==> config.mk <==
export PLATFORM = sky130hd
export DESIGN_NAME = flash_status_ctl
export DESIGN_NICKNAME = d
export VERILOG_FILES = /design/src/rtl/flash_status_ctl.sv
export SDC_FILE = /design/constraint.sdc
export NUM_CORES = 1
export LEC_CHECK = 0
export BUFFER_PORTS_ARGS = -buffer_cell sky130_fd_sc_hd__buf_2
export CAP_MARGIN = 25
export CELL_PAD_IN_SITES_DETAIL_PLACEMENT = 1
export CELL_PAD_IN_SITES_GLOBAL_PLACEMENT = 2
export CORE_ASPECT_RATIO = 0.8
export CORE_UTILIZATION = 34
export CTS_CLUSTER_DIAMETER = 30
export DETAILED_ROUTE_END_ITERATION = 7
export PLACE_DENSITY = 0.75
export SLEW_MARGIN = 30
export SYNTH_ARGS = -nofsm -noshare
export SYNTH_HDL_FRONTEND = slang
export SYNTH_SLANG_ARGS = --single-unit
==> constraint.sdc <==
create_clock -name clk -period 2.4 [get_ports clk]
set_clock_uncertainty 0.2 [all_clocks]
set_input_delay 0.6 -clock clk [delete_from_list [all_inputs] [get_ports clk]]
set_output_delay 0.6 -clock clk [all_outputs]
set_load 0.01 [all_outputs]
==> src/rtl/flash_status_ctl.sv <==
module flash_status_ctl #(
  parameter int NUM_BANKS    = 4,
  parameter int MAX_PULSES   = 16,
  parameter int SUSP_LATENCY = 4,
  localparam int BW = (NUM_BANKS > 1) ? $clog2(NUM_BANKS) : 1
) (
  input  logic          clk,
  input  logic          rst_n,
  input  logic          cmd_program,
  input  logic          cmd_erase,
  input  logic          cmd_suspend,
  input  logic          cmd_resume,
  input  logic          cmd_clear,
  input  logic          cmd_read_status,
  input  logic          cmd_read_array,
  input  logic [BW-1:0] cmd_bank,
  input  logic          op_locked,
  input  logic          overwrite_one,
  input  logic          vpp_valid,
  input  logic          vpp_high,
  input  logic          pulse_done,
  input  logic          pulse_pass,
  input  logic [BW-1:0] addr_bank,
  input  logic          ce_n,
  input  logic          oe_n,
  output logic          seq_active,
  output logic          status_sel,
  output logic [7:0]    status_q
);
  localparam int CW = (MAX_PULSES > 1) ? $clog2(MAX_PULSES) : 1;
  localparam int LW = (SUSP_LATENCY > 1) ? $clog2(SUSP_LATENCY) : 1;
  localparam logic [CW-1:0] CNT_LAST = CW'(MAX_PULSES - 1);
  localparam logic [LW-1:0] LAT_LAST = LW'(SUSP_LATENCY - 1);

  typedef enum logic [1:0] {S_IDLE, S_RUN, S_PEND, S_SUSP} st_t;

  st_t           st;
  logic          op_erase;
  logic [BW-1:0] op_bank;
  logic [CW-1:0] cnt;
  logic [LW-1:0] lat;
  logic          e_erase, e_prog, e_vpp, e_lock;
  logic          s_esusp, s_psusp;
  logic          rs_mode, prev_low;
  logic [7:0]    latched, live;

  wire any_err    = e_erase | e_prog | e_vpp | e_lock;
  wire start_req  = (cmd_program | cmd_erase) && st == S_IDLE;
  wire working    = st == S_RUN || st == S_PEND;
  wire bank_busy  = working && addr_bank == op_bank;
  wire strobe_low = !ce_n && !oe_n;
  wire hold       = strobe_low && prev_low;

  assign live       = {st == S_IDLE || st == S_SUSP, s_esusp, e_erase, e_prog,
                       e_vpp, s_psusp, e_lock, bank_busy};
  assign seq_active = working;
  assign status_sel = rs_mode | bank_busy;
  assign status_q   = hold ? latched : live;

  always_ff @(posedge clk or negedge rst_n) begin
    if (!rst_n) begin
      st       <= S_IDLE;
      op_erase <= 1'b0;
      op_bank  <= '0;
      cnt      <= '0;
      lat      <= '0;
      e_erase  <= 1'b0;
      e_prog   <= 1'b0;
      e_vpp    <= 1'b0;
      e_lock   <= 1'b0;
      s_esusp  <= 1'b0;
      s_psusp  <= 1'b0;
    end else begin
      if (cmd_clear) begin
        e_erase <= 1'b0;
        e_prog  <= 1'b0;
        e_vpp   <= 1'b0;
        e_lock  <= 1'b0;
      end
      case (st)
        S_IDLE: begin
          if (start_req && !any_err) begin
            if (!vpp_valid)
              e_vpp <= 1'b1;
            else if (op_locked)
              e_lock <= 1'b1;
            else if (cmd_program && overwrite_one && !vpp_high)
              e_prog <= 1'b1;
            else begin
              st       <= S_RUN;
              op_erase <= cmd_erase;
              op_bank  <= cmd_bank;
              cnt      <= '0;
            end
          end
        end
        S_RUN, S_PEND: begin
          if (pulse_done) begin
            if (pulse_pass)
              st <= S_IDLE;
            else if (cnt == CNT_LAST) begin
              st <= S_IDLE;
              if (op_erase) e_erase <= 1'b1;
              else          e_prog  <= 1'b1;
            end else
              cnt <= cnt + 1'b1;
          end else if (st == S_RUN && cmd_suspend) begin
            st  <= S_PEND;
            lat <= '0;
          end else if (st == S_PEND) begin
            if (lat == LAT_LAST) begin
              st <= S_SUSP;
              if (op_erase) s_esusp <= 1'b1;
              else          s_psusp <= 1'b1;
            end else
              lat <= lat + 1'b1;
          end
        end
        S_SUSP: begin
          if (cmd_resume) begin
            st      <= S_RUN;
            s_esusp <= 1'b0;
            s_psusp <= 1'b0;
          end
        end
        default: st <= S_IDLE;
      endcase
    end
  end

  always_ff @(posedge clk or negedge rst_n) begin
    if (!rst_n) begin
      rs_mode  <= 1'b0;
      prev_low <= 1'b0;
      latched  <= 8'h80;
    end else begin
      if (cmd_read_status)     rs_mode <= 1'b1;
      else if (cmd_read_array) rs_mode <= 1'b0;
      prev_low <= strobe_low;
      if (strobe_low && !prev_low) latched <= live;
    end
  end

  wire [3:0] err_now = {e_erase, e_prog, e_vpp, e_lock};

  a_r9_err_sticky: assert property (@(posedge clk) disable iff (!rst_n)
    !cmd_clear |=> ((err_now & $past(err_now)) == $past(err_now)));

  a_r10_reject_on_error: assert property (@(posedge clk) disable iff (!rst_n)
    (st == S_IDLE && any_err && (cmd_program || cmd_erase)) |=> !seq_active);

  a_r11_hold_stable: assert property (@(posedge clk) disable iff (!rst_n)
    hold |=> (!hold || $stable(status_q)));

  a_r3_resume_clears: assert property (@(posedge clk) disable iff (!rst_n)
    (st == S_SUSP && cmd_resume) |=> (!live[6] && !live[2] && !live[7] && seq_active));

  a_r4_overtaken: assert property (@(posedge clk) disable iff (!rst_n)
    (st == S_PEND && pulse_done && pulse_pass) |=> (live[7] && !live[6] && !live[2]));

  a_r2_busy_low: assert property (@(posedge clk) disable iff (!rst_n)
    seq_active |-> !live[7]);
endmodule

==> run summary <==
Status: finished, final reports clean
Crit. path cell count: 6
Layout Cells excl Fill: 243
Critical Path Max Stage Delay: 0.33 ns
Hold WS: 0.1206 ns
CTS HTree Levels: 1
Peak Freq: 421.7 MHz
Sequence of cells on the critical path: buf_2, nor2_4, and2_4, buf_6, mux2_2, buf_2
Worst path bufs/invs: 3
Hold crit path type: primary input to async pin
Die Span X: 77.07 um
Max Buffers Root-to-Sink: 2
Synth Instances: 146
Nets@finish: 216
Final-report hold violation count: 0
Crit end category: primary output
Slew of the pin with the lowest slew margin: 0.6081 ns
LEAKAGE: 0.0008867 uW
Routed WL: 3642 um
Ratio of cells with drive above 1 in the final layout: 0.4086
Ant. Diodes: 0
Worst rel slew slack: 0.5946
Final setup fails: 0
Final TNS setup: 0 ns
Synth Cell Area: 1533 um^2
Top post-synthesis cells by area: dfrtp_1 (42%), mux2_2 (13%), ha_1 (6.5%)
Post-DR wirelength/cell: 14.99 um
Core Region: 4257 um^2
Reg2reg path depth: 8
Number of synthesized register bits: 27
I/O pins: 31
Maximum net fanout on the critical path: 7
CTS tree: built
GP Congestion: 0.7842
CTS buffer count: 3
Number of distinct library cells after synthesis: 37
Final Util: 0.4539
Initial Util: 0.3601
RSZ-0062 raised after global routing: yes
Most common cell in the netlist: dfrtp_1
Final period util: 0.9882
Ys Warns: 0
Post-route ant nets: 0
Clk slew on worst S/H paths: 0.09 ns
CTS root buf: clkbuf_8
Sequential-to-total area share from yosys stat: 0.4416
First-pass GRT wire length: 6237 um
Average size of a mapped cell: 10.50 um^2
Origin of the critical flop-to-flop path: st[0]$_DFFE_PN0P_
Dpl cell area: 1803 um^2
Detailed Routing Iterations Pass 1: 4
Largest net degree at the start of global routing: 28
Pwr dens: 1063 nW/um^2
DRC viols: 0
Clk_lat worst skew: 0.27 ns
Syn nets: 175
1st-iter DRT viols: 77
Top delay family on crit path: buffers and inverters
Largest area contributor in the netlist: dfrtp_1
Most frequent cells after synthesis: dfrtp_1 (26), mux2_2 (18), o21ai_0 (13)
CP max-delay cell: mux2_2
CP dominant cell by count: buf_2
Num Clock Sinks: 27
Startpoint types: primary input
Die H: 62.06 um
Site Rows: 21
Layout area overhead: 26.04%
Hpwl dp: 2858 um
Slew Viols, Final: 0
Worst EP arrival: 1.57 ns
Post-synth top area share: 0.4245
Final worst path period need: 2.372 ns
Initial antenna violation count: 0
Port bufs: 30
Worst EP required: 1.60 ns
Total number of vias: 1220
Final Instance Area: 1932 um^2
GR Overflow Total: 0
Max capacitance violation total: 0
Ys async rst share: 1.000
Number of flops mapped to enable cells by yosys: 0
Critical path origin: oe_n
Placed cell count: 238
Max IR drop VDD: 0.0004325 V
Main synth FF type: dfrtp_1
Vias in the first global route: 1305
Die area: 4782 um^2
Type of the worst setup path: primary input to primary output
Total track usage: 0.1692
Vias per cell: 5.021
-- registers in the layout, summed over array words and instances, names as in the netlist, 2 cells and up --
name	flops
cnt	4
latched	8
st	2
lat	2
op_bank	2
-- stage by stage --
| stage | worst slack, ns | total power, uW |
|---|---|---|
| after CTS | 0.0004661 | 2056 |
| after floorplan | 0.06800 | 1318 |
| after global placement | 0.02137 | 1633 |
| after detailed placement | -0.04923 | 1690 |
| final | 0.02837 | 2053 |
| after global routing | -0.01204 | 2238 |
-- power by group --
group	switching, uW	leakage (uW)	internal (uW)
Combinational	549	0.000530	507
Sequential	122	0.000335	609
Clock	148	0.0000217	118
Total	819	0.000887	1230
-- worst reg2reg max path, stage by stage, from the launching register on --
cell and delay (ns):
dfrtp_1 0.37, inv_2 0.06, ha_4 0.27, inv_2 0.05
buf_4 0.16, nor3_1 0.17, a21oi_1 0.07, o211ai_2 0.18
mux2_1 0.35
-- cell usage in the layout, fill, tap and decap left out, types with 2 or more instances in the layout --
cell and n:
nand3b_1 3, buf_4 9, inv_2 3, nor2_1 9
nor3_1 3, buf_2 25, buf_6 6, o2bb2ai_1 2
inv_1 9, a21o_1 2, mux2_2 17, dfrtp_1 26
ha_1 7, a22o_1 2, nand2_1 7, clkbuf_8 3
xor2_1 2, nand2b_1 2, a21oi_1 5, o21ai_0 13
nand3_1 5, mux2_1 2, nor2b_1 2
-- final cells by class --
class,instances,area (um^2)
Timing Repair Buffer,40,260.3
Fill cell,493,2325
Clock buffer,3,41.29
Multi-Input combinational cell,103,829.5
Inverter,12,45.04
Tap cell,57,71.32
Sequential cell,27,676.9
Clock inverter,1,7.507
-- kinds of logic after synthesis --
family / Yosys count / synth area share
fa+ha+maj: 8 / 0.06531
mux: 20 / 0.1469
compound gates: 34 / 0.1527
flops: 27 / 0.4416
simple gates: 39 / 0.1404
xor+xnor: 2 / 0.01143
buf+inv: 16 / 0.04163
-- worst paths after layout --
check                                       to  slack (ns)
setup reg to reg             st[1]$_DFFE_PN0P_        0.40
min in group clk           rs_mode$_DFFE_PN0P_        0.29
hold / removal             s_esusp$_DFFE_PN0P_        0.12
hold reg to reg            rs_mode$_DFFE_PN0P_        0.29
setup / recovery                   status_q[1]        0.03
max in group asynchronous    st[0]$_DFFE_PN0P_        1.48
-- per-layer routing --
layer	vias up	track usage	wire length (um)
li1	598	-	-
met1	605	0.2210	1771
met2	15	0.3010	1774
met3	2	0.03358	86
met4	0	0.03235	11
met5	-	0	0
-- repair_timing --
item | CTS | global route
buffers inserted | 2 | 0
setup endpoints to repair | 8 | 7
hold buffers | 0 | 0
pin swaps | 1 | 0
gates resized for setup | 12 | 4
cloned | 0 | 0
No activity file was read; power rests on OpenSTA's default activity.
